### config.mk
export PLATFORM = sky130hd
export DESIGN_NAME = irq_countdown_timer
export DESIGN_NICKNAME = d
export VERILOG_FILES = /design/src/rtl/tmr_pkg.sv /design/src/rtl/tmr_prescaler.sv /design/src/rtl/tmr_regs.sv /design/src/rtl/tmr_count_fsm.sv /design/src/rtl/irq_countdown_timer.sv
export SDC_FILE = /design/constraint.sdc
export NUM_CORES = 1
export LEC_CHECK = 0
export CORE_AREA = 2 2 120 122
export DETAILED_ROUTE_END_ITERATION = 8
export DIE_AREA = 0 0 122 124
export DONT_BUFFER_PORTS = 1
export REMOVE_ABC_BUFFERS = 1
export SETUP_SLACK_MARGIN = 0.15
export SLEW_MARGIN = 5
export SYNTH_ARGS = -nofsm -noshare
export SYNTH_HDL_FRONTEND = slang
export SYNTH_HIERARCHICAL = 1
export SYNTH_SLANG_ARGS = --single-unit
### constraint.sdc
create_clock -name clk -period 6.2 [get_ports clk]
set_input_delay 0.93 -clock clk [delete_from_list [all_inputs] [get_ports clk]]
set_output_delay 0.93 -clock clk [all_outputs]
set_load 0.005 [all_outputs]
### src/rtl/tmr_pkg.sv
package tmr_pkg;
    localparam logic [7:0]  IDX_ENTRY = 8'h32;
    localparam logic [7:0]  IDX_INIT  = 8'h38;
    localparam logic [7:0]  IDX_CUR   = 8'h39;
    localparam logic [7:0]  IDX_DIV   = 8'h3E;
    localparam logic [31:0] DIV_KEEP  = 32'h0000_000B;
    localparam logic [31:0] ENTRY_RST = 32'h0001_0000;
    localparam int          BIT_PERIODIC = 17;
    localparam int          BIT_MASK     = 16;

    typedef enum logic [1:0] {
        ST_IDLE    = 2'd0,
        ST_COUNT   = 2'd1,
        ST_EXPIRED = 2'd2
    } tmr_state_e;

    // prescale shift from the scrambled divide code
    function automatic logic [2:0] div_shift(input logic [3:0] code);
        logic [2:0] v;
        v = {code[3], code[1:0]};
        return v + 3'd1;
    endfunction
endpackage

### src/rtl/tmr_prescaler.sv
module tmr_prescaler #(
    parameter int PRESC_W = 7
) (
    input  logic       clk,
    input  logic       rst_n,
    input  logic [2:0] shift,
    output logic       tick
);
    logic [PRESC_W-1:0] cnt_q;
    logic [PRESC_W-1:0] roll_mask;

    for (genvar i = 0; i < PRESC_W; i++) begin : g_mask
        assign roll_mask[i] = (int'(shift) > i);
    end

    always_ff @(posedge clk) begin
        if (!rst_n) cnt_q <= '0;
        else        cnt_q <= cnt_q + 1'b1;
    end

    assign tick = ((cnt_q & roll_mask) == '0);
endmodule

### src/rtl/tmr_regs.sv
module tmr_regs
    import tmr_pkg::*;
#(
    parameter int CNT_W = 32
) (
    input  logic             clk,
    input  logic             rst_n,
    input  logic             reg_we,
    input  logic [7:0]       reg_idx,
    input  logic [31:0]      reg_wdata,
    input  logic [CNT_W-1:0] cur_count,
    output logic [31:0]      reg_rdata,
    output logic             load,
    output logic [CNT_W-1:0] load_val,
    output logic [CNT_W-1:0] init_val,
    output logic             periodic,
    output logic             masked,
    output logic [7:0]       vector,
    output logic [2:0]       shift
);
    logic [31:0]      entry_q;
    logic [31:0]      div_q;
    logic [CNT_W-1:0] init_q;

    always_ff @(posedge clk) begin
        if (!rst_n) begin
            entry_q <= ENTRY_RST;
            div_q   <= '0;
            init_q  <= '0;
        end else if (reg_we) begin
            unique case (reg_idx)
                IDX_ENTRY: entry_q <= reg_wdata;
                IDX_INIT:  init_q  <= reg_wdata[CNT_W-1:0];
                IDX_DIV:   div_q   <= reg_wdata & DIV_KEEP;
                default:   ;
            endcase
        end
    end

    always_comb begin
        unique case (reg_idx)
            IDX_ENTRY: reg_rdata = entry_q;
            IDX_INIT:  reg_rdata = 32'(init_q);
            IDX_CUR:   reg_rdata = 32'(cur_count);
            IDX_DIV:   reg_rdata = div_q;
            default:   reg_rdata = '0;
        endcase
    end

    assign load     = reg_we && (reg_idx == IDX_INIT);
    assign load_val = reg_wdata[CNT_W-1:0];
    assign init_val = init_q;
    assign periodic = entry_q[BIT_PERIODIC];
    assign masked   = entry_q[BIT_MASK];
    assign vector   = entry_q[7:0];
    assign shift    = div_shift(div_q[3:0]);
endmodule

### src/rtl/tmr_count_fsm.sv
module tmr_count_fsm
    import tmr_pkg::*;
#(
    parameter int CNT_W = 32
) (
    input  logic             clk,
    input  logic             rst_n,
    input  logic             load,
    input  logic [CNT_W-1:0] load_val,
    input  logic [CNT_W-1:0] init_val,
    input  logic             tick,
    input  logic             periodic,
    input  logic             masked,
    input  logic [7:0]       vector,
    output logic [CNT_W-1:0] cur_count,
    output logic             irq_pulse,
    output logic [7:0]       irq_vector
);
    tmr_state_e       state_q, state_d;
    logic [CNT_W-1:0] cnt_q, cnt_d;
    logic             fire;
    logic             pulse_q;
    logic [7:0]       vec_q;

    // state register
    always_ff @(posedge clk) begin
        if (!rst_n) begin
            state_q <= ST_IDLE;
            cnt_q   <= '0;
        end else begin
            state_q <= state_d;
            cnt_q   <= cnt_d;
        end
    end

    // next state
    always_comb begin
        state_d = state_q;
        cnt_d   = cnt_q;
        fire    = 1'b0;
        if (load) begin
            state_d = ST_COUNT;
            cnt_d   = load_val;
        end else begin
            unique case (state_q)
                ST_IDLE:    ;
                ST_COUNT: begin
                    if (tick) begin
                        if (cnt_q != '0) begin
                            cnt_d = cnt_q - 1'b1;
                        end else if (periodic) begin
                            if (init_val != '0) begin
                                cnt_d = init_val;
                                fire  = 1'b1;
                            end
                        end else begin
                            fire    = 1'b1;
                            state_d = ST_EXPIRED;
                        end
                    end
                end
                ST_EXPIRED: ;
                default:    state_d = ST_IDLE;
            endcase
        end
    end

    // outputs
    always_ff @(posedge clk) begin
        if (!rst_n) begin
            pulse_q <= 1'b0;
            vec_q   <= '0;
        end else begin
            pulse_q <= fire && !masked;
            vec_q   <= (fire && !masked) ? vector : 8'h00;
        end
    end

    assign cur_count  = cnt_q;
    assign irq_pulse  = pulse_q;
    assign irq_vector = vec_q;

    AST_PULSE_SINGLE: assert property (@(posedge clk) disable iff (!rst_n)
        pulse_q |=> !pulse_q);
    AST_EXPIRED_QUIET: assert property (@(posedge clk) disable iff (!rst_n)
        (state_q == ST_EXPIRED && !load) |=> !pulse_q);
    AST_COUNT_STEP: assert property (@(posedge clk) disable iff (!rst_n)
        (!$past(load) && cnt_q != $past(cnt_q)) |->
            (cnt_q == $past(cnt_q) - 1'b1 || cnt_q == $past(init_val)));
endmodule

### src/rtl/irq_countdown_timer.sv
module irq_countdown_timer #(
    parameter int CNT_W   = 32,
    parameter int PRESC_W = 7
) (
    input  logic        clk,
    input  logic        rst_n,
    input  logic        reg_we,
    input  logic [11:4] reg_addr,
    input  logic [31:0] reg_wdata,
    output logic [31:0] reg_rdata,
    output logic        irq_pulse,
    output logic [7:0]  irq_vector
);
    logic             load, periodic, masked, tick;
    logic [CNT_W-1:0] load_val, init_val, cur_count;
    logic [7:0]       vector;
    logic [2:0]       shift;

    tmr_regs #(.CNT_W(CNT_W)) u_regs (
        .clk(clk), .rst_n(rst_n), .reg_we(reg_we), .reg_idx(reg_addr),
        .reg_wdata(reg_wdata), .cur_count(cur_count), .reg_rdata(reg_rdata),
        .load(load), .load_val(load_val), .init_val(init_val),
        .periodic(periodic), .masked(masked), .vector(vector), .shift(shift)
    );

    tmr_prescaler #(.PRESC_W(PRESC_W)) u_presc (
        .clk(clk), .rst_n(rst_n), .shift(shift), .tick(tick)
    );

    tmr_count_fsm #(.CNT_W(CNT_W)) u_fsm (
        .clk(clk), .rst_n(rst_n), .load(load), .load_val(load_val),
        .init_val(init_val), .tick(tick), .periodic(periodic),
        .masked(masked), .vector(vector), .cur_count(cur_count),
        .irq_pulse(irq_pulse), .irq_vector(irq_vector)
    );

    AST_MASK_GATES: assert property (@(posedge clk) disable iff (!rst_n)
        irq_pulse |-> !$past(masked));
    AST_CUR_LE_INIT: assert property (@(posedge clk) disable iff (!rst_n)
        cur_count <= init_val);
    AST_VECTOR_MATCH: assert property (@(posedge clk) disable iff (!rst_n)
        irq_pulse |-> irq_vector == $past(vector));
endmodule

After elaboration in Yosys (flattened, before gate mapping)
Cells that the tools add are included.

Bits in registers: 117. Bits of input ports: 43. Output and inout bits: 41. Logic and storage cells: 73.

$add $sub $neg: 3. Magnitude comparators: 7. Eq/ne operators: 13. Mux-type cells: 18. Bitwise logic cells: 3. Reduce and logical (&&, ||, !) cells: 20.

Operators with widths (number): 32-bit 2-to-1 mux (6); 32-bit one-hot mux with 4 select lines (1); 32-bit nonzero test (2); 8-bit by 6-bit == test with 1-bit output, second input constant (4); 32-bit by 1-bit subtractor with 32-bit output, second input constant (1); 4-bit AND reduction (3); 3-bit greater-than comparator, second input constant (3); 3-bit != test, second input constant (3); 2-bit AND reduction (4); 7-bit by 1-bit adder with 7-bit output, second input constant (1); 7-bit AND (1); 7-bit logical NOT (1); 1-bit 2-to-1 mux (7); 3-bit by 1-bit greater-than comparator with 1-bit output, second input constant (2); 3-bit by 2-bit greater-than comparator with 1-bit output, second input constant (2); 2-bit 2-to-1 mux (3); 2-bit != test, second input constant (3); 3-bit nonzero test (2); 2-bit one-hot mux with 2 select lines (1); 2-bit nonzero test (2); 2-bit OR reduction (2); 3-bit by 1-bit adder with 3-bit output, second input constant (1); 2-bit by 1-bit == test with 1-bit output, second input constant (1); 2-bit == test, second input constant (1); 5 further kinds (7).

Logic depth before layout (Yosys ltp)
Gate-level depths: netlist of run 1.

Depth in word-level cells: 9. Depth in mapped cells: 12. Depth with buffers taken out: 10.

Modules after synthesis
The synthesis of run 1 kept the hierarchy.

By module, submodules not included: tmr_regs (instances 1, cells each 400, area each 3664.8 um^2, seq. area each 1341.3 um^2); tmr_count_fsm (instances 1, cells each 350, area each 2758.9 um^2, seq. area each 860.8 um^2); tmr_prescaler (instances 1, cells each 37, area each 322.8 um^2, seq. area each 140.1 um^2).

Worst setup path before layout of run 1
No wires, ideal clock.

Path type: input-to-reg. Start: input reg_addr[5] (netlist name). End: register u_fsm.cnt_q[2] (netlist: u_fsm/cur_count[2]). Library setup time: 86 ps. Data arrival time: 3466 ps. Required time: 6114 ps. Path slack: 2649 ps. Stages on the path: 12. Buffers on the path: 5. Cells stage by stage: buf_2 > nor3b_1 > nand4_1 > buf_2 > inv_2 > buf_6 > clkbuf_1 > clkinv_1 > a32oi_1 > clkbuf_1 > nor2_1 > a211oi_1.

Cells in the longest elaborated chain, start to end: 4. Elaborated cells on any way between the ends: 8. Classes of those cells: 1 x eq/ne; 1 x mux; 6 x reduce/logical.

Ends and longest elaborated chain: start, declared (line irq_countdown_timer.sv:8) `input logic [11:4] reg_addr,`; 8-bit by 6-bit == test with 1-bit output (*) (line tmr_regs.sv:50) `assign load = reg_we && (reg_idx == IDX_INIT);`; 1-bit logical AND (*) (line tmr_regs.sv:50); via load (line irq_countdown_timer.sv:14) `logic load, periodic, masked, tick;`; 3-bit nonzero test (no source line) / 2-bit nonzero test (equally long branches); 4-bit AND reduction (no source line); end signal, assigned (line tmr_count_fsm.sv:32) `cnt_q <= cnt_d;`; end, declared (line tmr_count_fsm.sv:20) `logic [CNT_W-1:0] cnt_q, cnt_d;`.

Mark *: on every way through the listed nets, which the timed path passes. The rest lies on a longest branch. A chain may end at the register's enable or synchronous reset.

Final worst setup path of run 1
Start: input reg_addr[10] (netlist name). End: register u_fsm.cnt_q[18] (netlist: u_fsm/cur_count[18]).

The elaborated chain is that of the path after synthesis.

==> summary.txt, run 1 <==
Placement
  – Gpl congestion: about 0.86
  – Hpwl dp: around 12000 um
  – Pre-CTS WS: roughly 1500 ps
  – Post-DP Area: ~6500 um^2
  – IO Port Bufs: 0

Yosys
  – Post-Syn Instances: ~790
  – Area share of the largest cell type after synthesis: 0.347
  – Yosys warning total: 6
  – Yosys reg bits: between 100 and 150
  – Synthesized area per cell: ~8.6 um^2
  – Synth top cells by count: 153 x nand2_1, 117 x dfxtp_1, 70 x mux2i_1, 42 x buf_4, 38 x clkbuf_1
  – Ys async rst share: 0
  – Synth Cell Area: around 6700 um^2
  – Netlist cell types: 63
  – Ys flop type: dfxtp_1
  – Number of synthesized flops with an enable pin: 0
  – Dominant cells by area after synthesis: dfxtp_1 35%, mux2i_1 10%, nand2_1 8.5%
  – Largest area contributor in the netlist: dfxtp_1
  – Count leader, synth: nand2_1
  – Post-synthesis sequential area ratio: 0.347

STA
  – Final Max Slew Viols: 0
  – Clock Skew: about 9.9 ps
  – Final WS setup: approximately 1900 ps
  – Final hold violations: 0
  – Unrepaired setup endpoints after global routing: false
  – Final min period: approximately 4300 ps
  – Max Clk Rate: between 0.2 and 0.25 GHz
  – Least-Margin Pin Slew: around 1300 ps
  – Final period utilization: 0.701
  – Setup Viol. Count Final: 0
  – Slew margin rel.: 0.151

Critical path
  – Worst r2r src: u_fsm/cur_count[12]$_SDFFE_PN0P_
  – Most common cell on crit path: buf_4
  – Slowest-stage cell, CP: a32oi_2
  – CP Capture Type: register
  – Crit-path cells: and4bb_2, nand4_1, buf_4, inv_2, clkinv_1, a32oi_2, buf_4, o221ai_1, a31oi_1
  – Crit path arrival time: 4690 ps
  – CP Class: input port to register
  – Maximum fanout along the worst path: 30
  – Internal reg-to-reg setup slack: around 2700 ps
  – Req. time, crit path: ~6600 ps
  – Reg2reg end: u_fsm/cur_count[28]$_SDFFE_PN0P_
  – Critical path startpoint category: input port
  – Largest stage delay, worst path: ~750 ps
  – R2R cell count: 6

Detailed routing
  – Vias: about 5600
  – Final ANT Viol Nets: 0
  – DRC: 0
  – Iteration-0 DRC Markers: between 400 and 500
  – Vias per cell: 6.16
  – WL/cell: 20.4 um
  – DR pass1 iterations: 6
  – Routed wire length: between 15000 and 20000 um

Status
  – Status: complete, no violations

Finish
  – Area growth from synthesis to layout: 4.25%
  – Final nets: around 760
  – Fillcell total: roughly 1300
  – Area taken by multi-input logic gates: 3820 um^2
  – Final instance area: 7030 um^2
  – Final core occ: 0.513
  – Fraction of layout instances using a drive strength above 1: 0.0947
  – Sequential Area: 2340 um^2
  – Antenna Cells: 0

Power and ir drop
  – Pwr/cell area: 248 nW/um^2
  – Final Power: between 0.0015 and 0.002 W
  – Maximum VDD drop: 0.192 mV
  – Total leakage power: about 2.8 nW

Global routing
  – Total GRT Usage: 0.250
  – Pin count of the biggest net entering global routing: 147
  – Initial antenna violation count: 0
  – Vias in the first global route: 5462
  – First-pass GRT wire length: 29000 um
  – Gr ovfl total: 0

CTS
  – Worst-path clk slew: around 60 ps
  – Hold-fix buffers at CTS: 0
  – Htree depth: 4
  – CTS tree: done
  – Clock tree sinks: 117
  – Post-CTS Resized: 0
  – Clock Path Buffers: 2
  – CTS buffer count: 17
  – Root Buffer Master: clkbuf_16
  – Skew-Pair Late Insertion Delay: between 400 and 500 ps
  – Setup Buffers After CTS: 0

Floorplan
  – Core area: roughly 14000 um^2
  – Die area: between 15000 and 20000 um^2
  – I/O Pins: 84
  – # rows: 43
  – Die H: between 100 and 150 um
  – Die Span X: about 120 um
  – Initial Util: 0.492

Worst hold path
  – WHS Path Cells: 2
  – Worst hold path class: register to register
  – Hold Startpoint: u_regs/entry_q[13]$_SDFFE_PN0P_
  – Hold Path Sink: u_regs/entry_q[13]$_SDFFE_PN0P_

Run
  – Maxcap violations: 0
[metrics by stage]
step | hold WS (ps) | std cells | setup TNS, ps
2_1_floorplan | 438 | 691 | -3200
3_3_place_gp | 446 | 877 | 0
3_5_place_dp | 456 | 877 | 0
4_1_cts | 464 | 909 | 0
5_1_grt | 470 | 909 | 0
6_report | 462 | 909 | 0
[power by group]
group | total [W] | leakage (nW) | internal [W] | switching, W
Combinational | 0.0000399 | 1.62 | 0.0000153 | 0.0000247
Sequential | 0.000757 | 0.943 | 0.000755 | 0.00000275
Clock | 0.000946 | 0.260 | 0.000585 | 0.000361
[cell families after synthesis]
kind of cell	synth area share
AOI/OAI and AO/OA	0.149
xor gates and xnor gates	0.0415
adders and majority gates	0.00742
buffers and inverters	0.0905
DFF	0.347
muxes	0.119
and+or+nand+nor	0.245
[routing by layer]
layer  vias up  share of wire  track usage
met3        28          0.073       0.0655
li1       2686              -            -
met2       182           0.47        0.411
met1      2706           0.43        0.310
met5         -              0            0
met4         0          0.023        0.108
[critical path, delay by kind of cell]
kind | cells | cell delay, ps
buffers and inverters | 4 | 1820
AO/OA/AOI/OAI | 3 | 1060
AND/OR/NAND/NOR | 2 | 850
[layout by cell type (no fill, tap or decap), types with 3 or more instances in the layout]
master,n
o31a_1,3
a21oi_1,12
mux2i_1,70
a211o_1,5
xnor2_1,16
o21ai_1,6
nor3_1,13
xor2_1,16
nand2_1,153
and4_1,29
nor4_1,14
a31oi_1,18
buf_4,6
o221ai_1,6
nor2_1,34
and2_1,12
mux2_2,9
clkbuf_16,17
nor2b_1,6
inv_1,8
a22o_1,3
dfxtp_1,117
o211ai_1,9
nor3b_1,3
clkinv_2,5
nand3_1,11
or4_1,3
a221o_1,29
o21ai_0,29
o22ai_1,3
ha_1,4
a211oi_1,5
clkinvlp_4,7
nand2b_1,3
nand4_1,9
[registers in the layout (all words and copies together), names as in the netlist]
register	cells
u_fsm/cur_count	32
u_fsm/irq_pulse	1
u_fsm/irq_vector	8
u_fsm/state_q	2
u_presc/cnt_q	7
u_regs/div_q	3
u_regs/entry_q	32
u_regs/init_val	32
[worst max-delay path by stage]
stage,from,to,depth (start not counted)
detailed placement,reg_addr[10],u_fsm/cur_count[18]$_SDFFE_PN0P_,9
global placement,reg_addr[10],u_fsm/cur_count[18]$_SDFFE_PN0P_,9
floorplan,reg_addr[5],u_fsm/cur_count[18]$_SDFFE_PN0P_,7
global route,reg_addr[10],u_fsm/cur_count[18]$_SDFFE_PN0P_,9
CTS,reg_addr[10],u_fsm/cur_count[25]$_SDFFE_PN0P_,9
finish,reg_addr[10],u_fsm/cur_count[18]$_SDFFE_PN0P_,9
[final cells by class]
class / count / area share
tap: 180 / 0.0320
clock buffer: 18 / 0.0610
inverter: 10 / 0.00534
clock inverter: 14 / 0.0196
sequential: 117 / 0.333
timing repair buffer: 6 / 0.00640
multi-input combinational: 564 / 0.543
(Power assumes the default switching activity.)
==> inputs of run 2 (changes only) <==
==> constraint.sdc (replaced) <==
create_clock -name clk -period 4.17 [get_ports clk]
set_input_delay 0.6255 -clock clk [delete_from_list [all_inputs] [get_ports clk]]
set_output_delay 0.6255 -clock clk [all_outputs]
set_load 0.005 [all_outputs]
==> run 2 against run 1 <==
  * Final area grew 1.6%
  * Die area stayed put
  * Critical path depth shrank 3
  * Cell count increased by 0.99%
  * Non-clock buffer count is 10 higher
  * Via count up 1.1%
  * Critical path type is now register to register
  * Largest cell class unchanged
==> summary.txt, run 2 (synthesis results as in run 1) <==
Status
  – Status: complete, no violations

Detailed routing
  – WL/cell: 20.2 um (-0.74%)
  – Routed wire length: 18500 um (+0.24%)
  – DRC: 0 (unchanged)
  – Vias: 5662 (+1.1%)
  – Vias per cell: 6.17 (about the same)
  – DR pass1 iterations: 5 (-1)
  – Final ANT Viol Nets: 0 (unchanged)
  – Iteration-0 DRC Markers: 482 (-3.4%)

Critical path
  – WP depth: 6 (-3)
  – Maximum fanout along the worst path: 26 (-13%)
  – CP Capture Type: register
  – Number of buffers and inverters on the critical path: 1 (-3)
  – Delay-heaviest family, CP: simple AND/OR/NAND/NOR gates
  – Crit path arrival time: 3590 ps (-1100 ps)
  – Largest stage delay, worst path: 1090 ps (+340 ps)
  – Slowest-stage cell, CP: or4_1
  – CP Class: register to register
  – Req. time, crit path: 4510 ps (-2040 ps)
  – Critical path startpoint category: register
  – Crit-path cells: nor4_4, nand4_2, or4_1, buf_4, a211o_1, a31oi_1
  – R2R cell count: 6 (unchanged)

CTS
  – CTS buffer count: 17 (unchanged)
  – Setup Buffers After CTS: 0 (unchanged)
  – Hold-fix buffers at CTS: 0 (unchanged)
  – CTS tree: done
  – Root Buffer Master: clkbuf_16
  – Worst-path clk slew: 60 ps (about the same)
  – Skew-Pair Late Insertion Delay: 420 ps (about the same)
  – Htree depth: 4 (unchanged)
  – Post-CTS Resized: 0 (unchanged)
  – Clock tree sinks: 117 (unchanged)
  – Clock Path Buffers: 2 (unchanged)

Global routing
  – First-pass GRT wire length: 29400 um (+1.5%)
  – Met1 Use GR: 0.317 (+0.00724)
  – GR peak layer: met2
  – Initial antenna violation count: 0 (unchanged)
  – Met2 Resource Use GR: 0.409 (-0.00140)
  – Pin count of the biggest net entering global routing: 147 (unchanged)
  – Total GRT Usage: 0.251 (+0.000828)
  – Vias in the first global route: 5420 (-0.77%)
  – Met3 Use GR: 0.0751 (+0.00962)
  – Gr ovfl total: 0 (unchanged)

Finish
  – Fraction of layout instances using a drive strength above 1: 0.103 (+0.00833)
  – Most frequent cells in the layout: 153 x nand2_1, 117 x dfxtp_1, 70 x mux2i_1
  – Final nets: 773 (+1.3%)
  – Area growth from synthesis to layout: 5.88%
  – Antenna Cells: 0 (unchanged)
  – Fillcell total: 1279 (-3.3%)
  – Most common cell after layout, fill and taps aside: nand2_1

Floorplan
  – I/O Pins: 84 (unchanged)
  – Core area: 13700 um^2 (unchanged)
  – Initial Util: 0.492 (unchanged)
  – Die Span X: 122 um (unchanged)
  – Die area: 15100 um^2 (unchanged)
  – # rows: 43 (unchanged)
  – Die H: 124 um (unchanged)

Power and ir drop
  – Maximum VDD drop: 0.254 mV (+32%)
  – Total leakage power: 2.90 nW (+2.8%)
  – Pwr/cell area: 375 nW/um^2 (+51%)
  – Clock power share: 0.557 (+0.014)
  – Internal: 0.00213 W (+57%)
  – Net switching power: 0.000552 W (+42%)
  – Final Power: 0.00268 W (+54%)
  – Combinational Power Share: 0.023 (about the same)
  – Sw Ratio: 0.206 (-0.0167)
  – Seq pwr share: 0.421 (-0.013)

STA
  – Final Max Slew Viols: 0 (unchanged)
  – Least-Margin Pin Slew: 1080 ps (-187 ps)
  – Unrepaired setup endpoints after global routing: false
  – Final hold violations: 0 (unchanged)
  – Setup Viol. Count Final: 0 (unchanged)
  – Max Clk Rate: 0.307 GHz
  – Slew margin rel.: 0.280 (+0.129)
  – Final period utilization: 0.781
  – Clock Skew: 9.73 ps (-0.180 ps)
  – Fin Setup TNS: 0 ps (unchanged)
  – Worst Hold Slack: 349 ps (-114 ps)
  – Final min period: around 3300 ps

Run
  – Maxcap violations: 0 (unchanged)

Worst hold path
  – Worst hold path class: input port to register
  – WHS Path Cells: 2 (unchanged)

Placement
  – Hpwl dp: 12100 um (+0.25%)
  – IO Port Bufs: 0 (unchanged)
  – Gpl congestion: 0.871 (+0.88%)
-- run 2: cell types whose count changed in the layout (fill, tap and decap cells not counted), sizes merged --
| cell | previous run | this run |
|---|---|---|
| bufinv | 2 | 3 |
| buf | 6 | 16 |
| clkinv | 6 | 4 |
| clkbuf | 18 | 23 |
| clkinvlp | 7 | 2 |
-- run 2: cell type report --
cell class                 instances  area, um^2  share of cell area
inverter                          10        37.5             0.00525
tap                              180         225              0.0315
clock inverter                     8         124              0.0173
clock buffer                      23         478              0.0669
timing repair buffer              16         120              0.0168
multi-input combinational        564        3820               0.534
sequential                       117        2340               0.328
-- run 2: worst reg2reg max path, stage by stage, from the launching register on --
cell	delay [ps]
dfxtp_1	390
nor4_4	480
nand4_2	340
or4_1	1090
buf_4	410
a211o_1	280
a31oi_1	190
-- run 2: final timing paths --
kind | from | endpoint | slack (ps)
max | u_fsm/cur_count[12]$_SDFFE_PN0P_ | u_fsm/cur_count[20]$_SDFFE_PN0P_ | 910
min | reg_wdata[16] | u_regs/init_val[16]$_SDFFE_PN0P_ | 350
max reg2reg | u_fsm/cur_count[12]$_SDFFE_PN0P_ | u_fsm/cur_count[20]$_SDFFE_PN0P_ | 910
min reg2reg | u_regs/entry_q[20]$_SDFFE_PN0P_ | u_regs/entry_q[20]$_SDFFE_PN0P_ | 460
-- run 2: routing by layer --
metal,share of wire,vias up
met5,0,-
met4,0.012,0
met3,0.075,14
met2,0.48,206
met1,0.44,2739
li1,-,2703
-- run 2: per-stage QoR --
step | util | area, um^2 | cells | setup WS, ps
2_1_floorplan | - | 6170 | 691 | -2010
3_3_place_gp | 0.477 | 6540 | 887 | 1110
3_5_place_dp | 0.477 | 6540 | 887 | 965
4_1_cts | 0.521 | 7140 | 918 | 914
5_1_grt | 0.521 | 7140 | 918 | 733
6_report | 0.521 | 7140 | 918 | 911
-- run 2: power groups by stage --
stage | combinational, W | clock (W) | sequential [W]
finish | 0.0000614 | 0.00149 | 0.00113
global route | 0.0000673 | 0.00157 | 0.00113
CTS | 0.0000609 | 0.00152 | 0.00113
detailed placement | 0.0000605 | 0 | 0.00115
global placement | 0.0000586 | 0 | 0.00115
floorplan | 0.0000449 | 0 | 0.00115
